==> config.mk <==
export PLATFORM = sky130hd
export DESIGN_NAME = desc_xfer_engine
export DESIGN_NICKNAME = d
export VERILOG_FILES = /design/src/rtl/dxe_pkg.sv /design/src/rtl/dxe_addr_step.sv /design/src/rtl/dxe_fsm.sv /design/src/rtl/desc_xfer_engine.sv
export SDC_FILE = /design/constraint.sdc
export NUM_CORES = 1
export LEC_CHECK = 0
export BUFFER_PORTS_ARGS = -buffer_cell sky130_fd_sc_hd__buf_2
export CORE_AREA = 8 8 128 130
export CTS_CLUSTER_DIAMETER = 150
export DETAILED_ROUTE_END_ITERATION = 16
export DIE_AREA = 0 0 136 138
export GPL_TIMING_DRIVEN = 0
export PLACE_DENSITY = 0.78
export SLEW_MARGIN = 20
export SYNTH_ARGS = -nofsm -noshare
export SYNTH_HDL_FRONTEND = slang
export SYNTH_SLANG_ARGS = --single-unit
export TNS_END_PERCENT = 20
==> constraint.sdc <==
create_clock -name clk -period 3.1 [get_ports clk]
set_input_delay 0.155 -clock clk [delete_from_list [all_inputs] [get_ports clk]]
set_output_delay 0.155 -clock clk [all_outputs]
set_load 0.02 [all_outputs]
==> src/rtl/dxe_pkg.sv <==
package dxe_pkg;

   typedef enum logic [2:0] {
      ST_IDLE,
      ST_LOAD,
      ST_RDSRC,
      ST_WRDST,
      ST_STORE,
      ST_DONE
   } dxe_state_e;

   // descriptor word slots, in fetch and store order
   localparam int NWORDS  = 6;
   localparam int W_MODEA = 0;
   localparam int W_MODEB = 1;
   localparam int W_SRC   = 2;
   localparam int W_DST   = 3;
   localparam int W_CNTA  = 4;
   localparam int W_CNTB  = 5;

   // mode A field positions
   localparam int SRC_MODE_HI = 7;
   localparam int DST_MODE_HI = 5;
   localparam int SIZE_BIT    = 0;

endpackage

==> src/rtl/dxe_addr_step.sv <==
module dxe_addr_step #(
   parameter int AW = 16
) (
   input  logic [AW-1:0] addr_i,
   input  logic [1:0]    mode_i,
   input  logic          wide_i,
   output logic [AW-1:0] next_o
);

   localparam logic [AW-1:0] STEP_NARROW = AW'(1);
   localparam logic [AW-1:0] STEP_WIDE   = AW'(2);

   logic [AW-1:0] step;

   assign step = wide_i ? STEP_WIDE : STEP_NARROW;

   always_comb begin
      unique case (mode_i)
         2'b10:   next_o = addr_i + step;
         2'b11:   next_o = addr_i - step;
         default: next_o = addr_i;
      endcase
   end

endmodule

==> src/rtl/dxe_fsm.sv <==
module dxe_fsm
   import dxe_pkg::*;
#(
   parameter int NW = 6,
   localparam int IW = $clog2(NW)
) (
   input  logic          clk,
   input  logic          rst_n,
   input  logic          act_req,
   output dxe_state_e    st_o,
   output logic [IW-1:0] idx_o,
   output logic          accept_o
);

   localparam logic [IW-1:0] IDX_LAST = IW'(NW - 1);

   dxe_state_e    st;
   logic [IW-1:0] idx;

   assign accept_o = (st == ST_IDLE) && act_req;
   assign st_o     = st;
   assign idx_o    = idx;

   always_ff @(posedge clk or negedge rst_n) begin
      if (!rst_n) begin
         st  <= ST_IDLE;
         idx <= '0;
      end else begin
         unique case (st)
            ST_IDLE: begin
               if (act_req) begin
                  st  <= ST_LOAD;
                  idx <= '0;
               end
            end
            ST_LOAD: begin
               if (idx == IDX_LAST) begin
                  st  <= ST_RDSRC;
                  idx <= '0;
               end else begin
                  idx <= idx + 1'b1;
               end
            end
            ST_RDSRC: st <= ST_WRDST;
            ST_WRDST: begin
               st  <= ST_STORE;
               idx <= '0;
            end
            ST_STORE: begin
               if (idx == IDX_LAST) begin
                  st  <= ST_DONE;
                  idx <= '0;
               end else begin
                  idx <= idx + 1'b1;
               end
            end
            ST_DONE: st <= ST_IDLE;
            default: st <= ST_IDLE;
         endcase
      end
   end

   // the destination write always follows the source read
   a_r2_write_after_read: assert property (@(posedge clk) disable iff (!rst_n)
      (st == ST_WRDST) |-> ($past(st) == ST_RDSRC));

   // a descriptor fetch only ever starts out of idle
   a_r10_load_from_idle: assert property (@(posedge clk) disable iff (!rst_n)
      (st == ST_LOAD && idx == '0) |-> ($past(st) == ST_IDLE));

endmodule

==> src/rtl/desc_xfer_engine.sv <==
module desc_xfer_engine
   import dxe_pkg::*;
#(
   parameter int AW = 16,
   parameter int DW = 16
) (
   input  logic          clk,
   input  logic          rst_n,
   input  logic          act_req,
   input  logic [AW-1:0] act_base,
   output logic          mem_req,
   output logic          mem_we,
   output logic          mem_size,
   output logic [AW-1:0] mem_addr,
   output logic [DW-1:0] mem_wdata,
   input  logic [DW-1:0] mem_rdata,
   output logic          done,
   output logic          done_zero
);

   localparam int IW    = $clog2(NWORDS);
   localparam int BYTEW = DW / 2;
   localparam int NPTR  = 2;

   if (DW != 16) begin : g_chk_dw
      $error("desc_xfer_engine: DW must be 16");
   end
   if (AW > DW || AW < 2) begin : g_chk_aw
      $error("desc_xfer_engine: AW must lie in 2..DW");
   end

   dxe_state_e    st;
   logic [IW-1:0] idx;
   logic          accept;

   dxe_fsm #(.NW(NWORDS)) u_fsm (
      .clk      (clk),
      .rst_n    (rst_n),
      .act_req  (act_req),
      .st_o     (st),
      .idx_o    (idx),
      .accept_o (accept)
   );

   logic [AW-1:0] base_q;
   logic [DW-1:0] wr [NWORDS];
   logic [DW-1:0] data_q;
   logic          wide;
   logic [AW-1:0] ptr_cur  [NPTR];
   logic [AW-1:0] ptr_nxt  [NPTR];
   logic [1:0]    ptr_mode [NPTR];
   logic [AW-1:0] raw_addr;
   logic [AW-1:0] desc_addr;

   assign wide        = wr[W_MODEA][SIZE_BIT];
   assign ptr_cur[0]  = wr[W_SRC][AW-1:0];
   assign ptr_cur[1]  = wr[W_DST][AW-1:0];
   assign ptr_mode[0] = wr[W_MODEA][SRC_MODE_HI -: 2];
   assign ptr_mode[1] = wr[W_MODEA][DST_MODE_HI -: 2];

   for (genvar g = 0; g < NPTR; g++) begin : g_ptr
      dxe_addr_step #(.AW(AW)) u_step (
         .addr_i (ptr_cur[g]),
         .mode_i (ptr_mode[g]),
         .wide_i (wide),
         .next_o (ptr_nxt[g])
      );
   end

   assign desc_addr = base_q + AW'({idx, 1'b0});

   always_comb begin
      mem_req   = 1'b0;
      mem_we    = 1'b0;
      mem_size  = 1'b1;
      raw_addr  = desc_addr;
      mem_wdata = '0;
      unique case (st)
         ST_LOAD: mem_req = 1'b1;
         ST_RDSRC: begin
            mem_req  = 1'b1;
            mem_size = wide;
            raw_addr = ptr_cur[0];
         end
         ST_WRDST: begin
            mem_req   = 1'b1;
            mem_we    = 1'b1;
            mem_size  = wide;
            raw_addr  = ptr_cur[1];
            mem_wdata = data_q;
         end
         ST_STORE: begin
            mem_req   = 1'b1;
            mem_we    = 1'b1;
            mem_wdata = wr[idx];
         end
         default: ;
      endcase
      mem_addr = mem_size ? {raw_addr[AW-1:1], 1'b0} : raw_addr;
   end

   always_ff @(posedge clk or negedge rst_n) begin
      if (!rst_n) begin
         base_q <= '0;
         data_q <= '0;
         for (int i = 0; i < NWORDS; i++) wr[i] <= '0;
      end else begin
         if (accept) base_q <= act_base;
         unique case (st)
            ST_LOAD: wr[idx] <= mem_rdata;
            ST_RDSRC: data_q <= wide ? mem_rdata
                                     : {{(DW-BYTEW){1'b0}}, mem_rdata[BYTEW-1:0]};
            ST_WRDST: begin
               wr[W_SRC]  <= DW'(ptr_nxt[0]);
               wr[W_DST]  <= DW'(ptr_nxt[1]);
               wr[W_CNTA] <= wr[W_CNTA] - 1'b1;
            end
            default: ;
         endcase
      end
   end

   assign done      = (st == ST_DONE);
   assign done_zero = done && (wr[W_CNTA] == '0);

   // descriptor fetch cycles only read
   a_r1_load_read_only: assert property (@(posedge clk) disable iff (!rst_n)
      (st == ST_LOAD) |-> (mem_req && !mem_we));

   // count A drops by one between fetch and store
   a_r7_count_once: assert property (@(posedge clk) disable iff (!rst_n)
      (st == ST_STORE && idx == '0) |-> (wr[W_CNTA] == $past(wr[W_CNTA]) - 1'b1));

   // mode words stay put while the descriptor is written back
   a_r8_modes_kept: assert property (@(posedge clk) disable iff (!rst_n)
      (st == ST_STORE) |-> ($stable(wr[W_MODEA]) && $stable(wr[W_MODEB]) && mem_we));

   // completion is a single-cycle pulse
   a_r9_done_single: assert property (@(posedge clk) disable iff (!rst_n)
      done |=> !done);

endmodule

==> Word-level counts from Yosys, hierarchy flattened <==
Cells that the tools add are included.
{ "word_totals": {"register_bits": 134, "input_bits": 35, "out_inout_bits": 37, "elab_cells": 74} }
{ "classes": {"add_sub_neg": 7, "magnitude_cmp": 2, "n_eq_ne": 15, "muxes": 24, "n_bitwise": 1, "n_reduce_logical": 15} }
{ "ops": {"columns": ["operator", "n"], "rows": [
  ["16-bit case mux with 2 select lines", 4],
  ["96-bit bitwise mux", 1],
  ["48-bit case mux with 2 select lines", 1],
  ["16-bit two-way mux", 4],
  ["16-bit binary-select mux with 3-bit select", 1],
  ["16-bit demux with 3-bit select", 1],
  ["16-bit adder", 2],
  ["16-bit subtractor", 2],
  ["16-bit by 4-bit adder with 16-bit output", 1],
  ["16-bit logical NOT", 1],
  ["16-bit by 1-bit subtractor with 16-bit output, second input constant", 1],
  ["3-bit two-way mux", 5],
  ["3-bit case mux with 5 select lines", 1],
  ["3-bit == test, second input constant", 3],
  ["3-bit case mux with 3 select lines", 1],
  ["2-bit == test, second input constant", 4],
  ["3-bit by 2-bit == test with 1-bit output, second input constant", 2],
  ["3-bit by 1-bit inequality test with 1-bit output, second input constant", 2],
  ["2-bit AND reduction", 3],
  ["2-bit OR reduction", 3],
  ["4-bit greater-or-equal comparator, second input constant", 1],
  ["4-bit by 1-bit less-than comparator with 1-bit output, second input constant", 1],
  ["1-bit two-way mux", 4],
  ["2-bit by 1-bit inequality test with 1-bit output, second input constant", 2],
  ["11 further kinds", 13]
]} }

==> Logic depth before layout (Yosys ltp) <==
{ "logic_depth": {"ltp_word": 7, "ltp_mapped": 12, "mapped_depth_nobuf": 10} }

==> Modules after synthesis <==
Synthesis repeated with hierarchy kept, for this count alone.
{ "hier_totals": {"hier_cells": 930, "hier_area_um2": 8740.9} }
{ "by_module_without_submodules": {"columns": ["mod", "instances", "cells_per_inst", "area_each_um2", "seq_area_each_um2"], "rows": [
  ["desc_xfer_engine", 1, 664, 6775.2, 3178.0],
  ["dxe_addr_step (g_ptr[0].u_step)", 1, 123, 840.8, 0.0],
  ["dxe_addr_step (g_ptr[1].u_step)", 1, 105, 735.7, 0.0],
  ["dxe_fsm", 1, 38, 389.1, 150.1]
]} }

==> Worst setup path after synthesis <==
Ideal clock, no wire load.
{ "synth_path": {"kind": "reg2reg", "from": "reg wr (netlist bit ptr_mode[3])", "to": "reg wr (netlist bit ptr_cur[28])", "setup_time_ps": 83, "arrival_ps": 2490, "required_ps": 3017, "setup_slack_ps": 527, "path_stages_with_launch": 11, "path_buffers": 1, "synth_period_minus_slack_ps": 2573, "cell_sequence": "dfrtp_1 nand2_1 clkbuf_1 nor2_1 fa_1 nor3_1 nand2_1 or4_1 a211oi_1 a21oi_1 o22ai_1"} }
{ "synth_via": {"elab_chain_cells": 3, "word_cells_on_any_way": 6, "classes_between": "eq/ne (3); mux (2); reduce/logical (1)"} }
{ "synth_rtl": {"columns": ["item", "line", "text"], "rows": [
  ["from (decl)", "desc_xfer_engine.sv:46", "logic [DW-1:0] wr [NWORDS];"],
  ["from (signal, indexed assignment)", "desc_xfer_engine.sv:110", "ST_LOAD: wr[idx] <= mem_rdata;"],
  ["from (signal, indexed assignment)", "desc_xfer_engine.sv:114", "wr[W_SRC] <= DW'(ptr_nxt[0]);"],
  ["from (signal, indexed assignment)", "desc_xfer_engine.sv:115", "wr[W_DST] <= DW'(ptr_nxt[1]);"],
  ["2-bit == test", "dxe_addr_step.sv:18", "unique case (mode_i)"],
  ["16-bit case mux with 2 select lines or 3-bit by 1-bit inequality test with 1-bit output (tied branches)", null, null],
  ["48-bit case mux with 2 select lines or 2-bit AND reduction (tied branches)", null, null]
]} }
Parallel ways exist; a longest one is shown, timed or not.
A chain may end at the register's enable or synchronous reset.

==> Worst setup path in the final report <==
{ "layout_path": {"from": "reg u_fsm.st[1] (netlist: u_fsm.st_o[1])", "to": "out mem_wdata[11]"} }
{ "layout_via": {"elab_chain_cells": 2, "word_cells_on_any_way": 3, "classes_between": "eq/ne (2); mux (1)"} }
{ "layout_rtl": {"columns": ["item", "line", "text"], "rows": [
  ["from (decl)", "dxe_fsm.sv:17", "dxe_state_e st;"],
  ["from (signal assigned)", "dxe_fsm.sv:26", "st <= ST_IDLE;"],
  ["from (signal assigned)", "dxe_fsm.sv:32", "st <= ST_LOAD;"],
  ["from (signal assigned)", "dxe_fsm.sv:38", "st <= ST_RDSRC;"],
  ["3-bit == test or 3-bit by 2-bit == test with 1-bit output (tied branches)", "desc_xfer_engine.sv:78", "unique case (st)"],
  ["16-bit case mux with 2 select lines (*)", "desc_xfer_engine.sv:78", null],
  ["to (decl)", "desc_xfer_engine.sv:15", "output logic [DW-1:0] mem_wdata,"]
]} }
Mark *: on every way between the ends. The rest lies on a longest branch, timed or not.

==> impl_summary.md <==
Pwr
Of the total power, combinational logic draws 0.505. The switching fraction of total power is 0.481. The total power consumption of the routed design is 11.0 mW. Of the total power, the clock network draws 0.181. Summed over all cells, the static leakage comes to 4.17 nW. The worst-case IR drop observed on VDD is 0.679 mV. Of the total power, registers draw 0.314. The power density over cell area is 1110 nW/um2. The analysis attributes to net switching a power of 5.29 mW. Cell internal power was estimated by the tool at 5.70 mW.

Finish
After the last flow step, the layout net total stands at 1106. The total of fill cells in the finished design is 1158. At the end of the flow the core is filled with cells to 0.691. The fraction of layout cells with a size suffix above 1 is 0.152. The area taken by flip-flops and latches is 3330 um2. The final instance area is 9890 um2. In the final layout, the multi-input gates occupy 4790 um2.

The layout overhead on the synthesized area is 16.7%.

Logic synthesis
Synthesis inferred 133 register bits. The average footprint of a synthesized cell is 8.87 um2. Of all flip-flops after synthesis, the portion carrying an async set or reset was 1.00. The number of instances in the synthesized netlist is 956. The prevailing post-synth register cell is dfrtp_1.

The share of the Yosys chip area taken by registers is 0.393. The post-synthesis net count is 1003. The number of distinct library cell variants in the gate-level netlist after synthesis is 72.

The number of enable-type register cells in the synthesized netlist is 0. The synthesized design spends more area on one cell type than any other, namely dfrtp_1. The share of synthesized area in the top cell type comes to 0.393. Ranked by total cell area, the synthesized netlist is headed by dfrtp_1 (39%), a22oi_1 (4.9%), mux2_1 (4.8%), nand2_1 (4.6%), mux2_2 (3.7%). The number of warnings issued by yosys is 0.

The summed instance area of the synthesized netlist is 8480 um2.

Worst hold path
The class of the most critical hold timing path is in -> reg. The beginning of the worst hold path is mem_rdata[15].

Placed design
The post-DP HPWL is 21.3 mm. In this run the cell area measured after placement is 9110 um2. Routability-driven placement finished with a final weighted congestion of 1.02. Input and output buffers added on the ports amount to 70.

Floorplan
The region available for standard cell placement spans 14300 um2. The initial utilization of the core area, before any placement, comes to 0.592. The full die area is 18800 um2. The die is 138 um tall.

The die span in x is 136 um. The row count is 44. The top-level I/O count is 72.

Clock tree
The cell at the root of the clock tree is clkbuf_16. The tree built by TritonCTS fans out to 133 sinks. The number of clock buffers added by TritonCTS is 17. TritonCTS built the clock tree. The buffer depth of the longest clock path is 2. The clock-pin slew of the registers on the worst-case setup and hold paths is 0.07 ns.

The H-tree depth is 4. Clock latency on the worst-skew pair, taken at its later pin, is 0.44 ns.

Setup path
Of all nets on the critical path, the largest fanout is 10. STA classifies the critical path endpoint as an output pin. The critical path ends at mem_wdata[11]. The number of cells on the worst reg-to-reg path is 8. The startpoint identified for the worst register-to-register timing path is ptr_mode[3]. The worst-case register-to-register setup slack is 0.15 ns. The required time at the endpoint of the critical path is 2.94 ns. STA classifies the critical path startpoint as a flip-flop. STA puts the critical path data arrival time at 2.93 ns. In this run the critical register-to-register path is captured at ptr_cur[26]. The critical path starts at u_fsm.st_o[1]. The worst setup path is of the reg -> out kind.

Outcome
The flow ran to the end, and the final reports show no timing, DRC or antenna violations.

GRT
The first global-routing pass estimated 47.3 mm of wire. The via count of the first global-routing pass is 8288. The global-route usage over all layers is 0.326. Entering global routing, the biggest net connects 95 pins. The overall overflow remaining after global route is 0.

The initial antenna violation count is 2.

STA
The final-report hold violation count is 0. Setup repair after global routing could not meet its margin everywhere. For the final routed database, the setup TNS stands at 0 ns. The worst-case clock skew is 0.0112 ns.

For the finished layout, the period the worst path requires is 3.09 ns. The max-slew violation total from the final report is 0. The final count of negative-setup-slack endpoints is 0. The post-route fraction of the period consumed by the critical path is 0.996.

The slew at the pin closest to its max-slew limit is 0.895 ns. The worst-case headroom to the max-slew limit is 0.403. Derived from the worst setup path, the maximum achievable clock frequency is 324 MHz.

Routing
The iteration-0 DRC count of the detailed router is 1142. After detailed routing, the average wire length per cell comes to 24.5 um. The detailed-route DRC error count is 0.

Detailed routing inserted a total of 8638 vias. The total wire length is 30.8 mm. In this run the remaining antenna-violating nets after routing total 0. The first TritonRoute pass finished after 6 iterations. The vias per cell is 6.87.

Flow run
The max capacitance violation total is 0.
[placed cells by master (no fill, tap or decap), types with 8 or more instances in the layout]
| cell | instances |
|---|---|
| a211oi_1 | 15 |
| a21oi_1 | 61 |
| a22o_1 | 17 |
| a22oi_1 | 55 |
| a31oi_1 | 12 |
| and2_1 | 10 |
| buf_2 | 75 |
| clkbuf_1 | 56 |
| clkbuf_16 | 17 |
| dfrtp_1 | 132 |
| dlygate4sd3_1 | 16 |
| ha_1 | 9 |
| inv_1 | 29 |
| mux2_1 | 36 |
| mux2_2 | 28 |
| mux2i_1 | 12 |
| nand2_1 | 104 |
| nand3_1 | 44 |
| nand4_1 | 15 |
| nor2_1 | 71 |
| nor2b_1 | 11 |
| nor3_1 | 20 |
| nor4_1 | 8 |
| o21ai_0 | 25 |
| o21ai_1 | 11 |
| or4_1 | 10 |
| xnor2_1 | 13 |
[cells by family after synthesis]
kind of cell,after synthesis,synth area share
AOI/OAI and AO/OA,268,0.218
and+or+nand+nor,343,0.202
buffers and inverters,106,0.0484
xor gates and xnor gates,17,0.0176
DFF,133,0.393
muxes,77,0.101
adders and majority gates,12,0.0204
[critical path, stage by stage (launching register included)]
cell	delay, ns
dfrtp_1	0.31
buf_2	0.26
nor2b_2	0.33
and2_1	0.16
clkbuf_1	0.37
clkbuf_2	0.36
buf_2	0.32
a22o_1	0.20
buf_2	0.17
[routing by layer]
metal	global-route usage	part of all wire	wire, um	vias up
met5	0	0.00042	13	-
li1	-	-	-	3752
met3	0.0975	0.11	3500	140
met2	0.476	0.44	13400	564
met1	0.417	0.39	11900	4180
met4	0.197	0.062	1900	2
[sequential cells by signal, summed over array words and instances (netlist names)]
register and cells:
wr 59, ptr_cur 32, data_q 16, base_q 15, ptr_mode 4, u_fsm.idx_o 3, u_fsm.st_o 3, wide 1
[synth_stat cells, types with 17 or more instances]
library cell,n
mux2_2,28
a21oi_1,61
nor2_1,71
nor3_1,21
clkbuf_1,67
inv_1,29
o21ai_0,25
mux2_1,36
dfrtp_1,133
nand3_1,44
a22o_1,17
nand2_1,105
a22oi_1,55
[worst min path at each step]
stage,endpoint,slack (ns),cells past startpoint
6_report,data_q[15],0.06,3
5_1_grt,data_q[15],0.06,3
4_1_cts,u_fsm.st_o[0],0.05,3
3_5_place_dp,ptr_cur[24],0.06,1
3_3_place_gp,base_q[2],0.37,3
2_1_floorplan,base_q[10],-0.14,0
[through the flow]
stage                     worst slack (ns)  instances  hold WS [ns]
after floorplan                      0.527        956        -0.141
after CTS                          0.00725       1258        0.0481
after global placement              -0.129       1210         0.366
after global routing               -0.0552       1257        0.0581
final                               0.0133       1257        0.0608
after detailed placement            0.0542       1211        0.0607
[power by group through the flow]
stage	logic [mW]	clock network (mW)	registers, mW
after floorplan	3.87	0	3.06
after CTS	5.40	1.99	3.36
after detailed placement	5.34	0	3.36
after global placement	5.24	0	3.33
final	5.55	1.99	3.45
after global routing	5.96	2.07	3.52
[cell type report]
| class | instances | share of cell area |
|---|---|---|
| Multi-Input combinational cell | 717 | 0.485 |
| Sequential cell | 133 | 0.337 |
| Timing Repair Buffer | 89 | 0.0569 |
| Clock buffer | 18 | 0.0444 |
| Buffer | 72 | 0.0296 |
| Tap cell | 184 | 0.0233 |
| Clock inverter | 14 | 0.0134 |
| Inverter | 29 | 0.0110 |
| Antenna cell | 1 | 0.000253 |
[repair_timing]
action | 4_1_cts | 5_1_grt
endpoints found under the setup margin | 19 | 33
hold endpoints to repair | 54 | 0
hold buffers | 16 | 0
pin swaps | 0 | 0
gates resized for setup | 4 | 17
buffers inserted | 0 | 2
cloned | 0 | 0
Note: power is estimated with default switching activity, not from simulation.
